==> config.mk <==
export PLATFORM = sky130hd
export DESIGN_NAME = tag_access_guard
export DESIGN_NICKNAME = d
export VERILOG_FILES = /design/src/rtl/tag_acc_pkg.sv /design/src/rtl/acc_cfg_store.sv /design/src/rtl/acc_key_match.sv /design/src/rtl/acc_rights_merge.sv /design/src/rtl/tag_access_guard.sv
export SDC_FILE = /design/constraint.sdc
export NUM_CORES = 1
export LEC_CHECK = 0
export BUFFER_PORTS_ARGS = -buffer_cell sky130_fd_sc_hd__buf_2
export CAP_MARGIN = 0
export CORE_MARGIN = 2
export CORE_UTILIZATION = 35
export CTS_CLUSTER_SIZE = 24
export DETAILED_ROUTE_END_ITERATION = 6
export SYNTH_ARGS = -nofsm -noshare
export SYNTH_HDL_FRONTEND = slang
export SYNTH_SLANG_ARGS = --single-unit
export TNS_END_PERCENT = 5
==> constraint.sdc <==
create_clock -name clk -period 1.8 [get_ports clk]
set_input_delay 0.09 -clock clk [delete_from_list [all_inputs] [get_ports clk]]
set_output_delay 0.09 -clock clk [all_outputs]
set_load 0.03 [all_outputs]
==> src/rtl/tag_acc_pkg.sv <==
package tag_acc_pkg;

  typedef enum logic [1:0] {
    ERR_NONE   = 2'b00,
    ERR_AUTH   = 2'b01,
    ERR_RIGHTS = 2'b10,
    ERR_UNCFG  = 2'b11
  } acc_err_e;

  // read permitted for codes 01 and 11
  function automatic logic right_allows_read(input logic [1:0] code);
    return code[0];
  endfunction

  // write permitted only for code 11; 10 counts as no access
  function automatic logic right_allows_write(input logic [1:0] code);
    return code == 2'b11;
  endfunction

endpackage

==> src/rtl/acc_cfg_store.sv <==
module acc_cfg_store #(
  parameter int KEY_W    = 16,
  parameter int NUM_KEYS = 2,
  parameter int RIGHTS_W = 8
) (
  input  logic                         clk,
  input  logic                         rst_n,
  input  logic                         cfg_valid,
  input  logic [NUM_KEYS*KEY_W-1:0]    cfg_keys,
  input  logic [NUM_KEYS*RIGHTS_W-1:0] cfg_rights,
  output logic [NUM_KEYS*KEY_W-1:0]    keys_q,
  output logic [NUM_KEYS*RIGHTS_W-1:0] rights_q,
  output logic                         loaded_q
);

  logic capture;
  assign capture = cfg_valid && !loaded_q;

  always_ff @(posedge clk) begin
    if (!rst_n) begin
      keys_q   <= '0;
      rights_q <= '0;
      loaded_q <= 1'b0;
    end else if (capture) begin
      keys_q   <= cfg_keys;
      rights_q <= cfg_rights;
      loaded_q <= 1'b1;
    end
  end

endmodule

==> src/rtl/acc_key_match.sv <==
module acc_key_match #(
  parameter int KEY_W    = 16,
  parameter int NUM_KEYS = 2
) (
  input  logic [NUM_KEYS*KEY_W-1:0] keys,
  input  logic [KEY_W-1:0]          req_key,
  output logic [NUM_KEYS-1:0]       hit
);

  for (genvar k = 0; k < NUM_KEYS; k++) begin : g_cmp
    assign hit[k] = (keys[k*KEY_W +: KEY_W] == req_key);
  end

endmodule

==> src/rtl/acc_rights_merge.sv <==
module acc_rights_merge
  import tag_acc_pkg::*;
#(
  parameter int NUM_KEYS    = 2,
  parameter int NUM_REGIONS = 4,
  parameter int REG_IDX_W   = 2,
  parameter int RIGHTS_W    = 2 * NUM_REGIONS
) (
  input  logic [NUM_KEYS*RIGHTS_W-1:0] rights,
  input  logic [NUM_KEYS-1:0]          hit,
  input  logic [REG_IDX_W-1:0]         region,
  output logic                         rd_ok,
  output logic                         wr_ok
);

  logic [NUM_KEYS-1:0][1:0] code;

  for (genvar k = 0; k < NUM_KEYS; k++) begin : g_lookup
    assign code[k] = rights[k*RIGHTS_W + 2*int'(region) +: 2];
  end

  // the most permissive right among matching keys wins
  always_comb begin
    rd_ok = 1'b0;
    wr_ok = 1'b0;
    for (int k = 0; k < NUM_KEYS; k++) begin
      if (hit[k]) begin
        rd_ok = rd_ok | right_allows_read(code[k]);
        wr_ok = wr_ok | right_allows_write(code[k]);
      end
    end
  end

endmodule

==> src/rtl/tag_access_guard.sv <==
module tag_access_guard
  import tag_acc_pkg::*;
#(
  parameter int ADDR_W      = 7,
  parameter int KEY_W       = 16,
  parameter int NUM_KEYS    = 2,
  parameter int NUM_REGIONS = 4
) (
  input  logic                              clk,
  input  logic                              rst_n,
  input  logic                              cfg_valid,
  input  logic [NUM_KEYS*KEY_W-1:0]         cfg_keys,
  input  logic [NUM_KEYS*2*NUM_REGIONS-1:0] cfg_rights,
  input  logic                              req_valid,
  output logic                              req_ready,
  input  logic                              req_write,
  input  logic [ADDR_W-1:0]                 req_addr,
  input  logic [KEY_W-1:0]                  req_key,
  output logic                              rsp_valid,
  output logic                              rsp_grant,
  output logic                              rsp_deny,
  output logic [1:0]                        rsp_err,
  output logic                              mem_wr_en
);

  localparam int REG_IDX_W = $clog2(NUM_REGIONS);
  localparam int RIGHTS_W  = 2 * NUM_REGIONS;

  logic [NUM_KEYS*KEY_W-1:0]    keys_q;
  logic [NUM_KEYS*RIGHTS_W-1:0] rights_q;
  logic                         cfg_loaded;
  logic [NUM_KEYS-1:0]          key_hit;
  logic [REG_IDX_W-1:0]         region;
  logic                         rd_ok, wr_ok;
  logic                         fire;
  acc_err_e                     dec_err;
  acc_err_e                     err_q;
  logic                         unused_addr_bits;

  assign region           = req_addr[ADDR_W-1 -: REG_IDX_W];
  assign unused_addr_bits = ^req_addr[ADDR_W-REG_IDX_W-1:0];
  assign fire             = req_valid && req_ready;

  acc_cfg_store #(.KEY_W(KEY_W), .NUM_KEYS(NUM_KEYS), .RIGHTS_W(RIGHTS_W)) u_cfg (
    .clk       (clk),
    .rst_n     (rst_n),
    .cfg_valid (cfg_valid),
    .cfg_keys  (cfg_keys),
    .cfg_rights(cfg_rights),
    .keys_q    (keys_q),
    .rights_q  (rights_q),
    .loaded_q  (cfg_loaded)
  );

  acc_key_match #(.KEY_W(KEY_W), .NUM_KEYS(NUM_KEYS)) u_match (
    .keys   (keys_q),
    .req_key(req_key),
    .hit    (key_hit)
  );

  acc_rights_merge #(
    .NUM_KEYS(NUM_KEYS), .NUM_REGIONS(NUM_REGIONS),
    .REG_IDX_W(REG_IDX_W), .RIGHTS_W(RIGHTS_W)
  ) u_merge (
    .rights(rights_q),
    .hit   (key_hit),
    .region(region),
    .rd_ok (rd_ok),
    .wr_ok (wr_ok)
  );

  always_comb begin
    dec_err = ERR_NONE;
    if (!cfg_loaded)
      dec_err = ERR_UNCFG;
    else if (key_hit == '0)
      dec_err = ERR_AUTH;
    else if (req_write ? !wr_ok : !rd_ok)
      dec_err = ERR_RIGHTS;
  end

  always_ff @(posedge clk) begin
    if (!rst_n) begin
      req_ready <= 1'b0;
      rsp_valid <= 1'b0;
      rsp_grant <= 1'b0;
      rsp_deny  <= 1'b0;
      err_q     <= ERR_NONE;
      mem_wr_en <= 1'b0;
    end else begin
      req_ready <= 1'b1;
      rsp_valid <= fire;
      rsp_grant <= fire && (dec_err == ERR_NONE);
      rsp_deny  <= fire && (dec_err != ERR_NONE);
      err_q     <= fire ? dec_err : ERR_NONE;
      mem_wr_en <= fire && req_write && (dec_err == ERR_NONE);
    end
  end

  assign rsp_err = err_q;

endmodule

==> Yosys cells after proc, flatten, opt, wreduce, memory -nomap -nowiden <==
Cells that the tools add are included.
{ "totals": {"ff_bits": 56, "output_inout_bits": 7, "wordCells": 40} }
{ "classes": {"n_addsub": 1, "n_eq_ne": 4, "shifts": 2, "n_mux": 9, "bitwise_logic": 2, "n_reduce_logical": 13} }
{ "ops": {"columns": ["operator", "count"], "rows": [
  ["equality test 16 bit", 2],
  ["indexed part select 16 x 32 -> 2 bit", 1],
  ["indexed part select 16 x 4 -> 2 bit", 1],
  ["logical AND 1 bit", 6],
  ["2-to-1 mux 1 bit", 6],
  ["2-to-1 mux 2 bit", 3],
  ["adder 4 x 3 -> 5 bit, first input constant", 1],
  ["equality test 2 bit, second input constant", 2],
  ["zero test 2 bit", 2],
  ["zero test 1 bit", 3],
  ["OR 1 bit", 2],
  ["AND reduction 2 bit", 1],
  ["nonzero test 2 bit", 1]
]} }

==> Depth between registers and ports, before layout <==
Gate-level depths: netlist of run 1.
{ "logic_depth": {"depth_word": 12, "ltp_mapped": 5} }

==> Modules after synthesis <==
A second synthesis of run 1 with hierarchy kept.
{ "unflattened": {"cells_unflattened": 286, "hier_area_um2": 2676.3} }
{ "by_module_without_submodules": {"columns": ["mod", "n_inst", "cells_each", "area_each_um2", "seq_area_each_um2"], "rows": [
  ["acc_cfg_store", 1, 212, 1960.6, 980.9],
  ["acc_key_match", 1, 42, 355.3, 0.0],
  ["tag_access_guard", 1, 17, 217.7, 140.1],
  ["acc_rights_merge", 1, 15, 142.6, 0.0]
]} }

==> Worst setup path before layout of run 1 <==
Ideal clock, no wire load.
{ "synth_path": {"path_type": "reg2reg", "from": "register u_cfg.keys_q[30]", "to": "register mem_wr_en", "setup_time_ns": 0.087, "arrival_time_ns": 1.323, "required_ns": 1.713, "slack_ns": 0.390, "path_stages_with_launch": 6, "n_path_buf": 0, "cell_sequence": "dfxtp_1 > xnor2_1 > nand4_1 > nor4_4 > a32oi_1 > nor4b_2"} }
{ "synth_between": {"elab_chain_len": 9} }
{ "synth_rtl": {"columns": ["element", "line_no", "text"], "rows": [
  ["start: declaration", "acc_cfg_store.sv:11", "output logic [NUM_KEYS*KEY_W-1:0] keys_q,"],
  ["start signal: assignment", "acc_cfg_store.sv:25", "keys_q <= cfg_keys;"],
  ["equality test 16 bit (*)", "acc_key_match.sv:11", "assign hit[k] = (keys[k*KEY_W +: KEY_W] == req_key);"],
  ["2-to-1 mux 1 bit", "acc_rights_merge.sv:27", "if (hit[k]) begin"],
  ["zero test 1 bit", "tag_access_guard.sv:78", "else if (req_write ? !wr_ok : !rd_ok)"],
  ["2-to-1 mux 1 bit", "tag_access_guard.sv:78", null],
  ["2-to-1 mux 2 bit", "tag_access_guard.sv:78", null],
  ["2-to-1 mux 2 bit (*)", "tag_access_guard.sv:76", "else if (key_hit == '0)"],
  ["2-to-1 mux 2 bit (*)", "tag_access_guard.sv:74", "if (!cfg_loaded)"],
  ["zero test 2 bit (*)", "tag_access_guard.sv:96", "mem_wr_en <= fire && req_write && (dec_err == ERR_NONE);"],
  ["logical AND 1 bit (*)", "tag_access_guard.sv:96", null],
  ["end signal: assignment", "tag_access_guard.sv:96", null],
  ["end: declaration", "tag_access_guard.sv:23", "output logic mem_wr_en"]
]} }
Mark *: on every way between the ends. The rest lies on a longest branch, timed or not.
A chain may end at the register's enable or synchronous reset.

==> Worst setup path in the final report of run 1 <==
{ "layout_path": {"from": "register u_cfg.keys_q[17]", "to": "register rsp_deny"} }
{ "layout_between": {"elab_chain_len": 9} }
{ "layout_rtl": {"columns": ["element", "line_no", "text"], "rows": [
  ["equality test 16 bit (*)", "acc_key_match.sv:11", null],
  ["2-to-1 mux 1 bit", "acc_rights_merge.sv:27", null],
  ["zero test 1 bit", "tag_access_guard.sv:78", null],
  ["2-to-1 mux 1 bit", "tag_access_guard.sv:78", null],
  ["2-to-1 mux 2 bit", "tag_access_guard.sv:78", null],
  ["2-to-1 mux 2 bit (*)", "tag_access_guard.sv:76", null],
  ["2-to-1 mux 2 bit (*)", "tag_access_guard.sv:74", null],
  ["nonzero test 2 bit (*)", "tag_access_guard.sv:94", "rsp_deny <= fire && (dec_err != ERR_NONE);"],
  ["logical AND 1 bit (*)", "tag_access_guard.sv:94", null],
  ["end signal: assignment", "tag_access_guard.sv:94", null],
  ["end: declaration", "tag_access_guard.sv:21", "output logic rsp_deny,"]
]} }
Marked as above.

==> results of run 1 <==
[kinds of logic (layout without fill, tap and decap cells)]
group | after synthesis | after routing
compound gates | 56 | 56
xor+xnor | 32 | 32
buf+inv | 17 | 92
flops | 56 | 56
mux | 4 | 4
simple gates | 119 | 119
[worst max path at each step]
stage                     cells past startpoint                          start                    to
after global placement                        5  u_cfg.keys_q[22]$_SDFFE_PN0P_   rsp_deny$_SDFF_PN0_
final                                         5  u_cfg.keys_q[17]$_SDFFE_PN0P_   rsp_deny$_SDFF_PN0_
after CTS                                     5   u_cfg.keys_q[3]$_SDFFE_PN0P_   rsp_deny$_SDFF_PN0_
after global routing                          5  u_cfg.keys_q[17]$_SDFFE_PN0P_  mem_wr_en$_SDFF_PN0_
after detailed placement                      5   u_cfg.keys_q[3]$_SDFFE_PN0P_   rsp_deny$_SDFF_PN0_
after floorplan                               5  u_cfg.keys_q[30]$_SDFFE_PN0P_  mem_wr_en$_SDFF_PN0_
[sequential cells by signal, summed over array words and instances (netlist names)]
| name | count |
|---|---|
| rsp_deny | 1 |
| u_cfg.rights_q | 16 |
| mem_wr_en | 1 |
| u_cfg.keys_q | 32 |
| rsp_err | 2 |
| rsp_valid | 1 |
| u_cfg.loaded_q | 1 |
| rsp_grant | 1 |
| req_ready | 1 |
[timing repair]
item	4_1_cts	5_1_grt
gates resized for setup	0	0
hold buffers	1	0
endpoints found under the hold margin	1	0
[placed cells by master, fill, tap and decap left out, drive strengths merged]
master and n:
nor4 2, nor2b 1, nand2b 3, o22ai 1
clkinv 2, a32o 1, nand2 101, o21a 2
nor4b 1, o21ai 2, xnor2 32, nand3 1
clkbuf 6, buf 81, a32oi 2, nand4 8
inv 2, nor3 1, dfxtp 56, mux4 4
and2 1, a21boi 48, dlygate4sd3 1
[metrics by stage]
| stage | utilization, % | cells | hold WS [ps] |
|---|---|---|---|
| after detailed placement | 43.8 | 446 | 318 |
| after CTS | 45.3 | 455 | 4.36 |
| after global placement | 43.8 | 446 | 318 |
| after global routing | 45.3 | 455 | 16.1 |
| after floorplan | - | 284 | 118 |
| final | 45.3 | 455 | 13.5 |
[worst max-delay path, delay by kind of cell (launching register included)]
family,cells,cell delay (ps)
flops,1,330
xor+xnor,1,220
simple gates,2,570
compound gates,2,420
[power by group]
| group | internal [mW] | switching (mW) | total (mW) |
|---|---|---|---|
| registers | 1.31 | 0.0431 | 1.35 |
| clock network | 0.308 | 0.409 | 0.717 |
| logic | 0.182 | 0.181 | 0.363 |
| total | 1.80 | 0.633 | 2.43 |
[layout make-up]
type / count / area (µm²) / share of cell area, %
sequential: 56 / 1120 / 36.0
clock buffer: 6 / 82.6 / 2.65
inverter: 2 / 7.51 / 0.241
timing repair buffer: 82 / 438 / 14.1
multi-input combinational: 211 / 1330 / 42.8
tap: 96 / 120 / 3.86
clock inverter: 2 / 10.0 / 0.322
[routing by layer]
metal / up-vias / part of all wire [%] / GRT usage [%] / wire length (µm)
met2: 58 / 45 / 24.4 / 2610
met5: - / 0 / 0 / 0
met4: 0 / 1.9 / 7.16 / 112
met3: 6 / 5.2 / 3.64 / 305
met1: 914 / 48 / 21.1 / 2810
li1: 1085 / - / - / -
[Yosys cell counts, drive strengths merged]
cell type  count
a32oi          2
nand4          8
nor2b          1
o21a           2
nor3           1
and2           1
clkbuf        10
nand3          1
a21boi        48
nor4b          1
nand2        101
a32o           1
o22ai          1
xnor2         32
nor4           2
nand2b         3
inv            2
o21ai          2
mux4           4
dfxtp         56
buf            5
==> flow_metrics.tcl, run 1 <==
set metrics [dict create \
    status "complete, no violations" \
    ys_ff_latch 56 \
    clock_skew_ps 3.12 \
    cts_inserted_buffers 5 \
    crit_chain "xnor2_1 > nand4_1 > nor4_4 > o21ai_1 > o21a_1" \
    place_area_um2 3010 \
    rrSetupSlack_ps 160 \
    grt_pass1_vias 1981 \
    clk_pin_slew_worst_paths_ps 100 \
    crit_required_ps 2010 \
    crit_arrival_ps 1850 \
    synth_top_family_by_area "simple AND/OR/NAND/NOR gates" \
    synthCells 284 \
    critPathSlowestCell "nor4_4" \
    routed_wl_mm 5.85 \
    r2r-end "rsp_deny$_SDFF_PN0_" \
    synth.distinct_cells 24 \
    yosys.area_share.simple_pct 21.0 \
    cp_max_fo 5 \
    root_buffer "clkbuf_8" \
    routed-via-count 2063 \
    h-tree-depth 2 \
    grt_pass1_wl_mm 9.41 \
    rsz0062_at_grt "false" \
    synth_area_leaders "dfxtp_1 (45%), nand2_1 (15%), a21boi_0 (14%)" \
    nets 434 \
    synthAdderAreaFrac_pct 0 \
    initialDrtViolationCount 76 \
    fillers 747 \
    synth_largest_area_cell "dfxtp_1" \
    yosys_warnings 0 \
    fp.dieArea_um2 7870 \
    setup_ws_ps 163 \
    synthMuxAreaShare_pct 3.88 \
    setup_viol 0 \
    max-slew-margin-rel_pct 74.8 \
    die_w_um 88.7 \
    numClockSinks 56 \
    synth_compound_area_share_pct 16.7 \
    portBuffers 77 \
    preCtsSetupSlack_ps 167 \
    start_util_pct 36.6 \
    tns_ps 0 \
    synth_fp_nets 360 \
    hold_start "cfg_rights[0]" \
    avgSynthCellArea_um2 8.85 \
    antenna_cells_inserted 0 \
    die_height_um 88.7 \
    grt_overflow 0 \
    hpwl_mm 4.36 \
    powerDensity_nw_per_um2 781 \
    min_period_ps 1640 \
    timing.rr.start "u_cfg.keys_q[17]$_SDFFE_PN0P_" \
    post_cts_buffers 0 \
    rows 30 \
    worst_pin_slew_ps 378 \
    drcViolationCount 0 \
    ios 83 \
    finalCritPeriodShare_pct 90.9 \
    cts_tree "built" \
    antenna_found_initial 0 \
    drive_gt1_share_pct 26.5 \
    finalMaxSlewViolations 0 \
    drtPass1Iterations 4 \
    hold_path_end "u_cfg.rights_q[0]$_SDFFE_PN0P_" \
    drv_cap 0 \
    synth_top_cell_area_share_pct 44.6 \
    fin_area_um2 3110 \
    place_congestion 0.786 \
    startpoint_type "flip-flop" \
    whs_path_depth 3 \
    grt_max_degree 49 \
    seq_area_frac_synth_pct 44.6 \
    critPathKind "flip-flop to flip-flop" \
    cp-end-kind "flip-flop" \
    ir_worst_vdd_v 0.000359 \
    syn_area_um2 2510 \
    synth_xor_area_share_pct 11.2 \
    slowest_delay_ps 370 \
    coreArea_um2 6870 \
    fmaxAchievable_ghz 0.611 \
    clk_latency_ps 310 \
    syn_to_final_growth_pct 23.9 \
    wl_per_cell_um 12.8 \
    vias_per_cell 4.53 \
    r2r_cells 5 \
    power_mw 2.43 \
    groute.usage.overall_pct 15.9 \
    p_leak_nw 1.25 \
    cts_buffer_depth 2 \
    ant_nets 0 \
    min_path_type "input pin to flip-flop" \
    hold_viol_final 0 \
]
(Power assumes the default switching activity.)
==> run 2: changes to the inputs <==
--- a/config.mk
+++ b/config.mk
@@ -5,6 +5,7 @@
 export SDC_FILE = /design/constraint.sdc
 export NUM_CORES = 1
 export LEC_CHECK = 0
+export ABC_AREA = 1
 export BUFFER_PORTS_ARGS = -buffer_cell sky130_fd_sc_hd__buf_2
 export CAP_MARGIN = 0
 export CORE_MARGIN = 2
==> run 2 against run 1 <==
- maximum frequency is 7.9% higher
- synthesized cell count rose by 45%
- clock power grew 1%
- sequential share of layout area is 1.1 points lower
- non-clock buffer count down 1
- worst setup slack gained 120 ps
- global-route usage down 1.2 points
- critical path depth up 3
==> flow_metrics.tcl, run 2 <==
set metrics [dict create \
    clk_latency_ps 300 \
    rows 31 \
    ys_ff_latch 56 \
    drv_cap 0 \
    synth_fp_nets 488 \
    worst_pin_slew_ps 430 \
    holdWs_ps 17.7 \
    drive_gt1_share_pct 20.8 \
    seq_area_frac_synth_pct 42.6 \
    avgSynthCellArea_um2 6.38 \
    clkPwrFrac_pct 28.7 \
    routed_wl_mm 5.84 \
    root_buffer "clkbuf_8" \
    min_path_type "input pin to flip-flop" \
    fin_area_um2 3210 \
    startpoint_type "input pin" \
    p_leak_nw 1.65 \
    switching_share_pct 26.8 \
    cts_buffer_depth 2 \
    drcViolationCount 0 \
    vias_per_cell 4.45 \
    syn_area_um2 2630 \
    status "complete, no violations" \
    numClockSinks 56 \
    layout_commonest_cell "nand2_1" \
    grt_max_degree 57 \
    setup_ws_ps 283 \
    p_seq_share_pct 54.1 \
    ant_nets 0 \
    cts_inserted_buffers 5 \
    synthCells 412 \
    ctsHoldBuffers 1 \
    power_mw 2.53 \
    powerDensity_nw_per_um2 788 \
    ys_top_cells_by_count "nand2_1 (121), dfxtp_1 (56), inv_1 (56), o21ai_0 (49)" \
    cts_tree "built" \
    fp.dieArea_um2 8220 \
    grt_pass1_wl_mm 9.93 \
    cts.repair.resized 0 \
    die_w_um 90.7 \
    fmaxAchievable_ghz 0.659 \
    min_period_ps 1520 \
    rsz0062_at_grt "false" \
    p_int_mw 1.85 \
    regMostFlops "u_cfg.keys_q" \
    die_height_um 90.7 \
    drtPass1Iterations 4 \
    cp-end-kind "flip-flop" \
    pwr-share-comb_pct 17.2 \
    place_congestion 0.746 \
    syn_to_final_growth_pct 22.2 \
    synth_largest_area_cell "dfxtp_1" \
    seq_area_um2 1120 \
    cp_max_fo 31 \
    ios 83 \
    tns_ps 0 \
    finalCritPeriodShare_pct 84.3 \
    placedCellCount 576 \
    fillers 793 \
    start_util_pct 36.2 \
    portBuffers 77 \
    hpwl_mm 4.36 \
    synth.distinct_cells 17 \
    finalMaxSlewViolations 0 \
    layout_common_cells "nand2_1 (121), buf_2 (77), inv_1 (56), dfxtp_1 (56), o21ai_0 (49)" \
    crit_required_ps 1990 \
    clock_skew_ps 6.36 \
    yosys_warnings 0 \
    post_cts_buffers 0 \
    preCtsSetupSlack_ps 372 \
    synth-edff-count 0 \
    synth.most_common_cell "nand2_1" \
    utilization_pct 44.3 \
    multi_input_area_um2 1200 \
    ys_async_sr_fraction_pct 0 \
    clk_pin_slew_worst_paths_ps 100 \
    antenna_cells_inserted 0 \
    critPathKind "input pin to flip-flop" \
    routed-via-count 2599 \
    grt_pass1_vias 2411 \
    max-slew-margin-rel_pct 71.3 \
    crit_arrival_ps 1700 \
    grt_overflow 0 \
    synth_top_cell_area_share_pct 42.6 \
    wl_per_cell_um 10.0 \
    groute.usage.overall_pct 14.6 \
    setup_viol 0 \
    initialDrtViolationCount 71 \
    nets 561 \
    h-tree-depth 2 \
    antenna_found_initial 0 \
    largest_reg_flops 32 \
    coreArea_um2 7250 \
    ir_worst_vdd_v 0.000304 \
    ys.flop_type "dfxtp_1" \
    place_area_um2 3110 \
    synth_area_leaders "dfxtp_1 (43%), nand2_1 (17%), o21ai_0 (9.3%)" \
    hold_viol_final 0 \
    p_sw_mw 0.679 \
    final_cells 584 \
]
==> run 2: changes by cell type after synthesis, moves of 8 or more <==
cell	delta
inv_1	+54
a21boi_0	-48
a21oi_1	+44
o21ai_0	+48
nand4_1	-8
xnor2_1	-32
nor2_1	+44
nand2_1	+20
inv_2	+9
==> run 2: worst paths after layout <==
kind                                   from                              to  slack (ps)  cells after the start
min reg2reg  u_cfg.rights_q[1]$_SDFFE_PN0P_  u_cfg.rights_q[1]$_SDFFE_PN0P_         460                      2
max reg2reg     u_cfg.loaded_q$_SDFFE_PN0P_   u_cfg.keys_q[19]$_SDFFE_PN0P_         350                      5
min                           cfg_rights[5]  u_cfg.rights_q[5]$_SDFFE_PN0P_          20                      3
max                               cfg_valid   u_cfg.keys_q[19]$_SDFFE_PN0P_         280                      8
==> run 2: critical path: stages <==
cell and delay, ps:
dlygate4sd3_1 530, buf_2 110, inv_1 40, nor2_2 320, inv_2 100, buf_4 240
o21ai_0 210, a21oi_1 60
==> run 2: cell families (layout without fill, tap and decap cells) <==
family / Yosys count / after routing / synth area share [%]
XOR/XNOR: 1 / 1 / 0.333
AND/OR/NAND/NOR: 175 / 175 / 25.9
buffers and inverters: 80 / 153 / 11.9
flip-flops: 56 / 56 / 42.6
AO/OA/AOI/OAI: 100 / 100 / 19.2
==> run 2: layout make-up <==
class,count,area share [%]
clock buffers,7,3.00
well taps,99,3.86
multi-input cells,276,37.2
repair buffers,81,13.4
inverters,65,7.60
flip-flops and latches,56,34.9
==> run 2: power groups by stage <==
| stage | logic, mW | registers (mW) | clock network (mW) |
|---|---|---|---|
| 2_1_floorplan | 0.276 | 1.40 | 0 |
| 3_3_place_gp | 0.433 | 1.39 | 0 |
| 4_1_cts | 0.444 | 1.37 | 0.759 |
| 3_5_place_dp | 0.440 | 1.40 | 0 |
| 6_report | 0.436 | 1.37 | 0.726 |
| 5_1_grt | 0.510 | 1.38 | 0.821 |
==> run 2: layer usage <==
layer  vias to the layer above  routed length, µm  part of all wire (%)  global-route usage (%)
li1                       1414                  -                     -                       -
met1                      1129               2900                    50                    18.3
met2                        52               2660                    46                    25.4
met3                         4                226                   3.9                    3.01
met4                         0                 52                  0.89                    4.23
met5                         -                  0                     0                       0
